$ cat config.mk
export PLATFORM = sky130hd
export DESIGN_NAME = i2cm_ctrl
export DESIGN_NICKNAME = d
export VERILOG_FILES = /design/src/rtl/i2cm_pkg.sv /design/src/rtl/i2cm_halfper.sv /design/src/rtl/i2cm_engine.sv /design/src/rtl/i2cm_ctrl.sv
export SDC_FILE = /design/constraint.sdc
export NUM_CORES = 1
export LEC_CHECK = 0
export ABC_AREA = 1
export CORE_MARGIN = 5
export CORE_UTILIZATION = 40
export CTS_CLUSTER_DIAMETER = 40
export DETAILED_ROUTE_END_ITERATION = 10
export SYNTH_ARGS = -nofsm -noshare
export SYNTH_HDL_FRONTEND = slang
export SYNTH_HIERARCHICAL = 1
export SYNTH_SLANG_ARGS = --single-unit
$ cat constraint.sdc
create_clock -name clk -period 2.77 [get_ports clk]
set_input_delay 0.554 -clock clk [delete_from_list [all_inputs] [get_ports clk]]
set_output_delay 0.554 -clock clk [all_outputs]
set_load 0.1 [all_outputs]
$ cat src/rtl/i2cm_pkg.sv
package i2cm_pkg;

    localparam int BYTE_W = 8;
    localparam int RATE_W = 3;

    // command register bit positions
    localparam int CB_GO   = 5;
    localparam int CB_HALT = 4;
    localparam int CB_ATTN = 3;

    // posted result codes
    localparam logic [7:0] RC_IDLE     = 8'hF8;
    localparam logic [7:0] RC_STARTED  = 8'h08;
    localparam logic [7:0] RC_ADR_ACK  = 8'h18;
    localparam logic [7:0] RC_ADR_NACK = 8'h20;
    localparam logic [7:0] RC_DAT_ACK  = 8'h28;
    localparam logic [7:0] RC_DAT_NACK = 8'h30;
    localparam logic [7:0] RC_ARB_LOST = 8'h38;

    typedef enum logic [3:0] {
        E_IDLE, E_WAIT, E_STA_A, E_STA_B,
        E_BIT_LO, E_BIT_HI, E_ACK_LO, E_ACK_HI,
        E_PARK, E_LOST, E_STO_A, E_STO_B, E_STO_C
    } eng_state_e;

    typedef struct packed {
        logic       valid;
        logic       attn;
        logic [7:0] code;
    } step_evt_t;

    function automatic logic [7:0] byte_result(input logic first, input logic acked);
        if (first) return acked ? RC_ADR_ACK : RC_ADR_NACK;
        return acked ? RC_DAT_ACK : RC_DAT_NACK;
    endfunction

endpackage

$ cat src/rtl/i2cm_halfper.sv
module i2cm_halfper #(
    parameter int HALF_BASE = 4,
    parameter int RATE_W    = 3
) (
    input  logic              clk,
    input  logic              rst,
    input  logic              clr,
    input  logic [RATE_W-1:0] rate,
    output logic              tick
);
    localparam int MAX_LIM = HALF_BASE << ((1 << RATE_W) - 1);
    localparam int CW      = $clog2(MAX_LIM + 1);

    logic [RATE_W-1:0] rate_q;
    logic [CW-1:0]     cnt;
    logic [CW-1:0]     lim;

    assign lim  = CW'(HALF_BASE << rate_q);
    assign tick = !clr && (cnt == lim - CW'(1));

    always_ff @(posedge clk) begin
        if (rst) begin
            cnt    <= '0;
            rate_q <= '0;
        end else if (clr) begin
            cnt    <= '0;
            rate_q <= rate;
        end else if (tick) begin
            cnt <= '0;
        end else begin
            cnt <= cnt + CW'(1);
        end
    end

    // the phase counter never runs past the selected half period
    a_r3_cnt_below_limit: assert property (@(posedge clk) disable iff (rst)
        cnt < lim);

endmodule

$ cat src/rtl/i2cm_engine.sv
module i2cm_engine
    import i2cm_pkg::*;
(
    input  logic              clk,
    input  logic              rst,
    input  logic              cmd_go,
    input  logic              cmd_halt,
    input  logic              cmd_start,
    input  logic [BYTE_W-1:0] tx_byte,
    input  logic              tick,
    input  logic              scl_in,
    input  logic              sda_in,
    output logic              tmr_clr,
    output logic              scl_oe,
    output logic              sda_oe,
    output step_evt_t         evt
);
    localparam int NB_W = $clog2(BYTE_W);

    eng_state_e        state, nxt;
    logic [BYTE_W-1:0] shreg;
    logic [NB_W-1:0]   nbit;
    logic              first;
    logic              ld, shf, inc, set_first, clr_first;
    logic              bus_free;

    assign bus_free = scl_in && sda_in;

    always_comb begin
        nxt       = state;
        evt       = '0;
        ld        = 1'b0;
        shf       = 1'b0;
        inc       = 1'b0;
        set_first = 1'b0;
        clr_first = 1'b0;
        case (state)
            E_IDLE:   if (cmd_go && cmd_start) nxt = E_WAIT;
            E_WAIT:   if (tick) nxt = E_STA_A;
            E_STA_A:  if (tick) nxt = E_STA_B;
            E_STA_B:  if (tick) begin
                nxt       = E_PARK;
                evt       = '{valid: 1'b1, attn: 1'b1, code: RC_STARTED};
                set_first = 1'b1;
            end
            E_PARK:   if (cmd_go) begin
                if (cmd_halt) nxt = E_STO_A;
                else begin
                    nxt = E_BIT_LO;
                    ld  = 1'b1;
                end
            end
            E_BIT_LO: if (tick) nxt = E_BIT_HI;
            E_BIT_HI: if (tick) begin
                if (shreg[BYTE_W-1] && !sda_in) begin
                    nxt = E_LOST;
                    evt = '{valid: 1'b1, attn: 1'b1, code: RC_ARB_LOST};
                end else if (nbit == NB_W'(BYTE_W - 1)) begin
                    nxt = E_ACK_LO;
                    shf = 1'b1;
                end else begin
                    nxt = E_BIT_LO;
                    shf = 1'b1;
                    inc = 1'b1;
                end
            end
            E_ACK_LO: if (tick) nxt = E_ACK_HI;
            E_ACK_HI: if (tick) begin
                nxt       = E_PARK;
                evt       = '{valid: 1'b1, attn: 1'b1, code: byte_result(first, !sda_in)};
                clr_first = 1'b1;
            end
            E_LOST:   if (cmd_go) begin
                nxt = E_IDLE;
                evt = '{valid: 1'b1, attn: 1'b0, code: RC_IDLE};
            end
            E_STO_A:  if (tick) nxt = E_STO_B;
            E_STO_B:  if (tick) nxt = E_STO_C;
            E_STO_C:  if (tick) begin
                nxt = E_IDLE;
                evt = '{valid: 1'b1, attn: 1'b0, code: RC_IDLE};
            end
            default:  nxt = E_IDLE;
        endcase
    end

    always_ff @(posedge clk) begin
        if (rst) begin
            state <= E_IDLE;
            shreg <= '0;
            nbit  <= '0;
            first <= 1'b0;
        end else begin
            state <= nxt;
            if (ld) begin
                shreg <= tx_byte;
                nbit  <= '0;
            end else if (shf) begin
                shreg <= {shreg[BYTE_W-2:0], 1'b0};
            end
            if (inc) nbit <= nbit + NB_W'(1);
            if (set_first) first <= 1'b1;
            else if (clr_first) first <= 1'b0;
        end
    end

    assign tmr_clr = (state == E_IDLE) || (state == E_PARK) || (state == E_LOST)
                   || ((state == E_WAIT) && !bus_free);

    assign scl_oe = (state == E_STA_B) || (state == E_BIT_LO) || (state == E_ACK_LO)
                  || (state == E_PARK) || (state == E_STO_A);

    assign sda_oe = (state == E_STA_A) || (state == E_STA_B) || (state == E_STO_A)
                  || (state == E_STO_B)
                  || (((state == E_BIT_LO) || (state == E_BIT_HI)) && !shreg[BYTE_W-1]);

    // SDA moves under a released SCL only to form a start or a stop
    a_r2_sda_edge_only_start_stop: assert property (@(posedge clk) disable iff (rst)
        (!$stable(sda_oe) && !scl_oe && !$past(scl_oe))
            |-> (state == E_STA_A || state == E_STO_C));

    // the data bit is steady for the whole SCL high phase
    a_r5_bit_steady_high: assert property (@(posedge clk) disable iff (rst)
        (state == E_BIT_HI && $past(state) == E_BIT_HI) |-> $stable(sda_oe));

endmodule

$ cat src/rtl/i2cm_ctrl.sv
module i2cm_ctrl
    import i2cm_pkg::*;
#(
    parameter int HALF_BASE = 4
) (
    input  logic       clk,
    input  logic       rst,
    input  logic       reg_wr,
    input  logic [1:0] reg_sel,
    input  logic [7:0] reg_wdata,
    output logic [7:0] reg_rdata,
    output logic       irq,
    output logic       scl_oe,
    output logic       sda_oe,
    input  logic       scl_in,
    input  logic       sda_in
);
    logic              go_q, halt_q, attn_q;
    logic [RATE_W-1:0] rate_q, rate_eff;
    logic [BYTE_W-1:0] data_q;
    logic [7:0]        code_q;
    logic              ctrl_wr, cmd_go, tmr_clr, tick;
    step_evt_t         evt;

    assign ctrl_wr  = reg_wr && (reg_sel == 2'd0);
    assign cmd_go   = ctrl_wr && !reg_wdata[CB_ATTN];
    assign rate_eff = ctrl_wr ? reg_wdata[RATE_W-1:0] : rate_q;

    always_ff @(posedge clk) begin
        if (rst) begin
            go_q   <= 1'b0;
            halt_q <= 1'b0;
            attn_q <= 1'b0;
            rate_q <= '0;
            data_q <= '0;
            code_q <= RC_IDLE;
        end else begin
            if (ctrl_wr) begin
                go_q   <= reg_wdata[CB_GO];
                halt_q <= reg_wdata[CB_HALT];
                rate_q <= reg_wdata[RATE_W-1:0];
                attn_q <= attn_q && reg_wdata[CB_ATTN];
            end
            if (reg_wr && reg_sel == 2'd1) data_q <= reg_wdata;
            if (evt.valid) begin
                code_q <= evt.code;
                if (evt.attn) attn_q <= 1'b1;
            end
        end
    end

    always_comb begin
        case (reg_sel)
            2'd0:    reg_rdata = {2'b00, go_q, halt_q, attn_q, rate_q};
            2'd1:    reg_rdata = data_q;
            2'd2:    reg_rdata = code_q;
            default: reg_rdata = 8'h00;
        endcase
    end

    assign irq = attn_q;

    i2cm_halfper #(.HALF_BASE(HALF_BASE), .RATE_W(RATE_W)) u_halfper (
        .clk  (clk),
        .rst  (rst),
        .clr  (tmr_clr),
        .rate (rate_eff),
        .tick (tick)
    );

    i2cm_engine u_engine (
        .clk       (clk),
        .rst       (rst),
        .cmd_go    (cmd_go),
        .cmd_halt  (reg_wdata[CB_HALT]),
        .cmd_start (reg_wdata[CB_GO]),
        .tx_byte   (data_q),
        .tick      (tick),
        .scl_in    (scl_in),
        .sda_in    (sda_in),
        .tmr_clr   (tmr_clr),
        .scl_oe    (scl_oe),
        .sda_oe    (sda_oe),
        .evt       (evt)
    );

    // a pending attention flag parks SCL low unless the bus was lost
    a_r4_attn_parks_scl: assert property (@(posedge clk) disable iff (rst)
        (attn_q && code_q != RC_ARB_LOST) |-> scl_oe);

    // after a lost arbitration both lines are let go
    a_r8_lost_releases_lines: assert property (@(posedge clk) disable iff (rst)
        (attn_q && code_q == RC_ARB_LOST) |-> (!scl_oe && !sda_oe));

    // the code only changes with the flag raised, or back to idle
    a_r9_code_change_flagged: assert property (@(posedge clk) disable iff (rst)
        !$stable(code_q) |-> (attn_q || code_q == RC_IDLE));

endmodule

==> summary by stage, run 1 <==
CTS
The cts-stage hold buffer count is 0. Counting along the longest clock path gives a buffer depth of 2. The later-pin clock latency in the skew report is 0.30 ns. Clock-pin slew was measured on the worst setup and hold paths at 0.09 ns. For this design, the sink count on the clock tree is 51.

Clock tree synthesis selected as its root buffer the cell sky130_fd_sc_hd__clkbuf_8. The TritonCTS clock tree is built. The maximum level of the CTS H-tree is 2.

The number of buffers created by CTS is 5.

Final layout
The relative area change from synthesis to final layout is 20.7%. The finished layout holds 578 standard cells, fillers aside. After filler insertion, the fill cell instance count of the layout stands at 730. The net total in the final layout is 498. The antenna cell count is 0. The fraction of final layout cells sized beyond drive strength 1 is 18.6%.

Once layout is complete, the utilization of the core stands at 48.9%.

Pwr
Power spread over the standard cell area amounts to 714 mW/mm^2. The leakage component of the power is 1.56 nW. The maximum ir drop on the vdd rail is 429 uV.

Global route
The pin count of the biggest net entering global routing is 19. Summed over all layers, the global routing overflow is 0. In the global route stage, overall resource usage came out at 15.2%. The initial antenna violation count is 0. The first-pass GRT wire length is 10900 um. The via count of the first global-routing pass is 2387.

Placed design
Input and output buffers added on the ports amount to 25. At the end of routability-driven placement, the weighted congestion stood at 0.862. The number of cells after detailed placement is 569. The detailed placer's ending HPWL is 5200 um.

Floorplan
The floorplan step set the die height to 95.2 um. The placeable core area is 0.00718 mm^2. Pin placement for this block handled 26 I/O pins. In this run the horizontal extent of the chip is 95.2 um. For this configuration, the core starts out at a cell density of 40.5%. The floorplan has 31 rows. The die covers 0.00906 mm^2.

STA
Derived from the worst setup path, the maximum achievable clock frequency is 385 MHz. For the finished layout, the period the worst path requires is 2.60 ns. The clock arrives with 0.00495 ns of skew. The final total negative setup slack is 0 ns. Setup repair after global routing could not meet its margin everywhere. The max-slew violation count is 0.

The final critical path takes up 93.8% of the cycle. Hold timing on the final database bottoms out at a slack of 0.472 ns. Setup violations remaining at the end of the flow were counted as 0. The final count of hold timing violations is 0.

Drt
The number of vias in the routed layout is 2699. For this block, the initial DRC count from the detailed router was 122. Summed over all layers, the routed wires come to 6570 um. In the final routed layout, each cell accounts on average for 11.4 um.

Dividing the detail-routed via count by the number of cells gives 4.67. The remaining antenna violation count after routing is 0. The pre-antenna-repair detailed-routing pass consisted of 4 iterations.

The DRC violation count after routing is 0.

Setup path
The endpoint required time on the critical path is 3.01 ns. STA classifies the critical path startpoint as a primary input. The arrival time of data at the critical path endpoint is 2.84 ns. The highest fanout seen on the critical path is 8. The endpoint type of the worst setup path is a register.

The critical path is of the in2reg type.

Yosys
The number of distinct library cell variants in the gate-level netlist after synthesis is 33. The netlist area before placement is 0.00290 mm^2. Synthesis produced 438 cells.

Of the synthesized area, sequential elements account for 35.2%. Synthesis inferred 51 register bits. Yosys printed 6 warnings. Dividing the synthesized area by the synthesized cell count gives 6.63 um^2.

Job
The max-capacitance violation count is 0.

Run status
The run finished with clean final reports.

Min path
The min-delay analysis places its worst path in the category reg2reg.
## state kept, by name (all words and copies together), names as in the netlist
name              count
data_q                8
halt_q                1
go_q                  1
u_engine/nbit         3
u_engine/state        4
code_q                8
u_engine/shreg        8
irq                   1
u_engine/first        1
u_halfper/cnt        10
rate_q                3
u_halfper/rate_q      3
## metal layers
metal / part of all wire, % / vias up / global-route usage [%] / wire, um
met5: 0 / - / 0 / 0
met4: 1.4 / 0 / 5.05 / 89
met3: 4.4 / 8 / 3.24 / 292
met2: 47 / 52 / 25.9 / 3080
met1: 47 / 1194 / 19.1 / 3110
li1: - / 1445 / - / -
## cells in the mapped netlist (all sizes together)
cell / n / area [um^2]
o31ai: 1 / 7.51
clkbuf: 2 / 7.51
a22o: 2 / 17.5
nand2: 122 / 488
conb: 1 / 3.75
dfxtp: 51 / 1020
o21ai: 26 / 130
inv: 60 / 230
nand3: 38 / 210
xnor2: 1 / 8.76
nor2: 87 / 402
nor3: 1 / 10.0
nand3b: 1 / 7.51
nand4: 3 / 33.8
a31o: 1 / 8.76
xor2: 7 / 61.3
a211oi: 3 / 22.5
a21oi: 11 / 55.1
o211ai: 4 / 30.0
ha: 5 / 62.6
buf: 9 / 73.8
or2: 2 / 12.5
## report_power, final
| part | total [W] | switching (W) | internal, W |
|---|---|---|---|
| clock | 0.000425 | 0.000248 | 0.000177 |
| sequential | 0.000878 | 0.0000821 | 0.000796 |
| combinational | 0.00120 | 0.000794 | 0.000407 |
| total | 0.00250 | 0.00112 | 0.00138 |
## critical path, stage by stage
cell and delay (ns):
sky130_fd_sc_hd__clkdlybuf4s50_1 0.51, sky130_fd_sc_hd__a21oi_1 0.07, sky130_fd_sc_hd__or2_2 0.29, sky130_fd_sc_hd__inv_1 0.09
sky130_fd_sc_hd__nand3_1 0.08, sky130_fd_sc_hd__nor2_2 0.12, sky130_fd_sc_hd__nand3_2 0.07, sky130_fd_sc_hd__nor2_2 0.09
sky130_fd_sc_hd__nand3_2 0.10, sky130_fd_sc_hd__inv_2 0.11, sky130_fd_sc_hd__nand4_1 0.14, sky130_fd_sc_hd__o21ai_1 0.13
sky130_fd_sc_hd__or2_4 0.15, sky130_fd_sc_hd__buf_4 0.14, sky130_fd_sc_hd__o21ai_0 0.09, sky130_fd_sc_hd__nor2_1 0.11
## layout make-up
cell class	count	area [um^2]	share of cell area, %
clock buffer	6	72.6	2.07
clock inverter	2	12.5	0.357
inverter	60	230	6.57
multi-input combinational	318	1590	45.4
sequential	51	1030	29.3
tap	99	124	3.53
timing repair buffer	42	450	12.8
## repair_timing
action                     CTS  global route
setup buffers                0             1
resized for setup            0             9
setup endpoints to repair    0            16
## layout by cell type (no fill, tap or decap), types with 4 or more instances in the layout
cell type,count
sky130_fd_sc_hd__nand3_1,34
sky130_fd_sc_hd__nor2_4,4
sky130_fd_sc_hd__nand2_1,114
sky130_fd_sc_hd__dfxtp_1,47
sky130_fd_sc_hd__nor2_2,18
sky130_fd_sc_hd__inv_2,8
sky130_fd_sc_hd__clkdlybuf4s50_1,14
sky130_fd_sc_hd__buf_4,20
sky130_fd_sc_hd__inv_1,51
sky130_fd_sc_hd__nand2_2,6
sky130_fd_sc_hd__clkbuf_8,5
sky130_fd_sc_hd__a21oi_1,11
sky130_fd_sc_hd__dfxtp_2,4
sky130_fd_sc_hd__buf_12,8
sky130_fd_sc_hd__nand3_2,4
sky130_fd_sc_hd__ha_1,5
sky130_fd_sc_hd__o211ai_1,4
sky130_fd_sc_hd__o21ai_1,6
sky130_fd_sc_hd__o21ai_0,19
sky130_fd_sc_hd__xor2_1,7
sky130_fd_sc_hd__nor2_1,65
## stage by stage
stage | worst slack [ns] | total power [W] | cell area (um^2)
final | 0.171 | 0.00250 | 3510
after global routing | -0.0110 | 0.00270 | 3510
after CTS | 0.107 | 0.00251 | 3490
after detailed placement | -0.184 | 0.00208 | 3400
after global placement | -0.0892 | 0.00207 | 3400
after floorplan | -0.0167 | 0.00180 | 2920
## cell families (layout without fill, tap and decap cells)
group / after synthesis / in the layout / synth area share, %
simple gates: 254 / 254 / 40.1
flops: 51 / 51 / 35.2
buf+inv: 71 / 110 / 10.7
compound gates: 48 / 48 / 9.35
xor+xnor: 8 / 8 / 2.41
other cells: 1 / 3 / 0.129
fa+ha+maj: 5 / 5 / 2.15
## final timing paths
path	end	start	depth (start not counted)	slack (ns)
worst max-delay path	code_q[1]	sda_in	16	0.17
worst min-delay path	u_halfper/cnt[0]	u_halfper/cnt[0]	1	0.47
worst max register to register	code_q[1]	u_engine/state[3]	18	0.26
worst min register to register	u_halfper/cnt[0]	u_halfper/cnt[0]	1	0.47
Note: power is estimated with default switching activity, not from simulation.
==> run 2, diff against run 1 <==
--- a/config.mk
+++ b/config.mk
@@ -10,6 +10,7 @@
 export CORE_UTILIZATION = 40
 export CTS_CLUSTER_DIAMETER = 40
 export DETAILED_ROUTE_END_ITERATION = 10
+export SLEW_MARGIN = 20
 export SYNTH_ARGS = -nofsm -noshare
 export SYNTH_HDL_FRONTEND = slang
 export SYNTH_HIERARCHICAL = 1
==> results of run 2 <==
The final DEF is identical to that of run 1; final timing and power are the same.
==> run 3, diff against run 2 <==
--- a/config.mk
+++ b/config.mk
@@ -10,6 +10,7 @@
 export CORE_UTILIZATION = 40
 export CTS_CLUSTER_DIAMETER = 40
 export DETAILED_ROUTE_END_ITERATION = 10
+export SETUP_SLACK_MARGIN = 0.02
 export SLEW_MARGIN = 20
 export SYNTH_ARGS = -nofsm -noshare
 export SYNTH_HDL_FRONTEND = slang
==> run 3 against run 2 <==
Against the previous run: design area increased by 0.36%; core utilization increased by 0.17 points; count of clock-buffer cells in the layout unchanged; critical path depth unchanged; wire length increased by 0.38%; sequential share of layout area decreased by 0.10 points; largest power group unchanged; critical path type unchanged; worst hold slack about the same; combinational power about the same; die area unchanged; sequential power about the same; highest routed layer unchanged; setup slack improved by 0.045 ns; maximum frequency increased by 1.7%.
==> summary by stage, run 3 (synthesis gave the netlist of run 1 again) <==
Drt
The number of DRC markers in iteration 0 is 121 (-0.82%). The number of vias in the routed layout came to 2700 (+0.037%). The final routed wire length divided by cell count is 11.4 um (+0.38%). The sum of routed wire length over all layers is 6600 um (+0.38%). The detail-routed via count per cell is 4.67 (about the same). The iteration count of the initial detailed-routing pass came to 4 (unchanged). The remaining antenna violation count after routing is 0 (unchanged). The DRC violation count after routing came to 0 (unchanged).

Setup path
In this run the critical register-to-register path is captured at code_q[0]. The arrival time of data at the critical path endpoint is 2.76 ns (-0.08 ns). STA classifies the critical path startpoint as a primary input. STA classifies the critical path endpoint as a register. The cell depth of the worst flop-to-flop path is 18 (unchanged). The beginning of the worst register-to-register path is u_engine/state[3]. The worst setup path is of the in2reg kind. The reg-to-reg setup timing slack is 0.28 ns (+0.02 ns). In this design, the largest share of critical-path delay is due to simple AND/OR/NAND/NOR gates. The highest fanout seen on the critical path was 8 (unchanged). The slowest stage of the critical path is the sky130_fd_sc_hd__clkdlybuf4s50_1 cell.

The first element of the critical path is scl_in. The count of buffer and inverter cells on the critical path is 4 (unchanged). The critical path's largest stage delay was 0.49 ns (-0.02 ns).

The endpoint required time on the critical path is 2.98 ns (-0.03 ns). The critical path goes through clkdlybuf4s50_1, a21oi_1, or2_2, inv_2, nand3_1, nor2_2, nand3_2, nor2_2, nand3_2, inv_2, nand4_1, o21ai_2, or2_4, clkinvlp_4, nor2_1, nor2_1.

Floorplan
The placeable core area was 0.00718 mm^2 (unchanged). The chip height is 95.2 um (unchanged). The number of ports placed on the die boundary is 26 (unchanged). The starting density of the core was 40.5% (unchanged). The floorplan row count was 31 (unchanged). The die extent in x is 95.2 um (unchanged).

The floorplan die area came to 0.00906 mm^2 (unchanged).

Final layout
The antenna cell count was 0 (unchanged). The area taken by multi-input logic gates is 0.00160 mm^2 (+0.39%). The total area of sequential cells came to 0.00103 mm^2 (unchanged).

The post-route core utilization is 49.0% (+0.17 points). The fraction of final layout cells sized beyond drive strength 1 was 19.4% (+0.84 points). u_halfper/cnt holds more flip-flops than any other register. The library cells used most frequently in the layout, excluding fill and tap cells, are 114 x sky130_fd_sc_hd__nand2_1, 64 x sky130_fd_sc_hd__nor2_1, 49 x sky130_fd_sc_hd__inv_1. The relative area change from synthesis to final layout is 21.2%. The most common library cell in the layout ignoring fill and taps is sky130_fd_sc_hd__nand2_1. The number of filler cells placed in the layout is 731 (+0.14%). The net total in the final layout is 498 (unchanged). The flip-flop count of the largest register, all copies and words added is 10 (unchanged).

Job
The max-capacitance violation count is 0 (unchanged).

Pwr
The post-route total power is 0.00251 W (+0.28%). The switching power is 0.00113 W (+0.61%). The relative contribution of sequential cells to total power was 35.0% (about the same). The internal power component is 0.00138 W (about the same). The clock network fraction of total power is 17.0% (about the same).

The leakage component of the power is 1.57 nW (+0.49%). The power density of the placed cells is 714 mW/mm^2 (about the same). The part of the power in combinational logic came to 48.0% (about the same). The maximum ir drop on the vdd rail came to 431 uV (+0.45%). The share of total power consumed by net switching was 45.0% (+0.14 points).

Placed design
The detailed placer's ending HPWL is 5200 um (unchanged). The routability-driven placement congestion ratio is 0.862 (unchanged). The number of buffers added on ports was 25 (unchanged).

STA
The post-route minimum period came to 2.55 ns (-0.0446 ns). The max-slew violation count is 0 (unchanged). The final count of hold timing violations is 0 (unchanged). Setup repair after global routing left no endpoint under its margin.

The final-report setup violation count came to 0 (unchanged). The worst clock skew is 0.00256 ns (-0.00239 ns). The upper clock frequency limit is 391 MHz (+1.7%).

The share of the clock period used by the worst path after layout is 92.2% (-1.6 points).

Min path
The path with the worst hold slack has its endpoint at u_halfper/cnt[0]. The class of the worst hold path is reg2reg. In this run the most critical hold path is launched from u_halfper/cnt[0]. The hold path depth is 1 (unchanged).

CTS
TritonCTS built the clock tree. The clock transition at the register clock pins on the worst setup and hold paths after CTS is 0.09 ns (about the same). The maximum clock path buffer count is 2 (unchanged).

The number of buffers created by CTS is 5 (unchanged). CTS placed an instance of sky130_fd_sc_hd__clkbuf_8 at the clock tree root. The cts-stage hold buffer count was 0 (unchanged). The maximum level of the CTS H-tree is 2 (unchanged). The sink count of the clock tree is 51 (unchanged).

The later-pin clock latency in the skew report is 0.30 ns (about the same).

Global route
The initial antenna violation count is 0 (unchanged). The total global-route track usage is 15.2% (unchanged). The pin count of the biggest net entering global routing was 19 (unchanged). The first-pass GRT wire length is 10900 um (unchanged). The overflow left after global routing is 0 (unchanged). The via count of the first global-routing pass was 2387 (unchanged).

Run status
The run finished with clean final reports.
run 3: worst reg2reg max path: cells and delay by family (launching register included):
family,cells,cell delay [ns]
simple gates,13,1.50
buf+inv,4,0.44
flops,1,0.37
compound gates,1,0.10
run 3: power by group through the flow:
| stage | Combinational [W] | Clock (W) | Sequential, W |
|---|---|---|---|
| 2_1_floorplan | 0.000945 | 0 | 0.000856 |
| 4_1_cts | 0.00120 | 0.000443 | 0.000871 |
| 5_1_grt | 0.00134 | 0.000472 | 0.000888 |
| 6_report | 0.00121 | 0.000427 | 0.000878 |
| 3_3_place_gp | 0.00118 | 0 | 0.000888 |
| 3_5_place_dp | 0.00119 | 0 | 0.000887 |
run 3: through the flow:
| stage | hold WS (ns) | setup WS (ns) | instances | TNS, ns | instance area [um^2] |
|---|---|---|---|---|---|
| 4_1_cts | 0.469 | 0.107 | 577 | 0 | 3490 |
| 3_5_place_dp | 0.448 | -0.184 | 569 | -2.21 | 3400 |
| 6_report | 0.472 | 0.215 | 578 | 0 | 3520 |
| 3_3_place_gp | 0.439 | -0.0892 | 569 | -0.888 | 3400 |
| 2_1_floorplan | 0.428 | -0.0167 | 440 | -0.0217 | 2920 |
| 5_1_grt | 0.492 | 0.00744 | 578 | 0 | 3520 |
run 3: cell type report:
type,count,share of cell area [%]
multi-input cells,318,45.4
flip-flops and latches,51,29.2
clock buffers,6,2.06
well taps,99,3.52
inverters,60,6.65
clock inverters,2,0.356
repair buffers,42,12.9
run 3: timing repair:
item                       4_1_cts  5_1_grt
buffers inserted                 0        1
resized for setup                0       12
setup endpoints to repair        0       17
run 3: metal layers:
metal	vias up	routed length [um]	track usage, %
met3	8	273	3.24
met5	-	0	0
met4	0	89	5.05
met1	1205	3140	19.1
li1	1444	-	-
met2	43	3100	25.9
run 3: worst max path at each step:
stage / to / slack (ns) / cells after the start
2_1_floorplan: reg_rdata[0] / -0.02 / 3
3_3_place_gp: code_q[2] / -0.09 / 16
3_5_place_dp: code_q[1] / -0.18 / 16
4_1_cts: code_q[1] / 0.11 / 17
5_1_grt: code_q[1] / 0.007 / 17
6_report: code_q[0] / 0.22 / 16
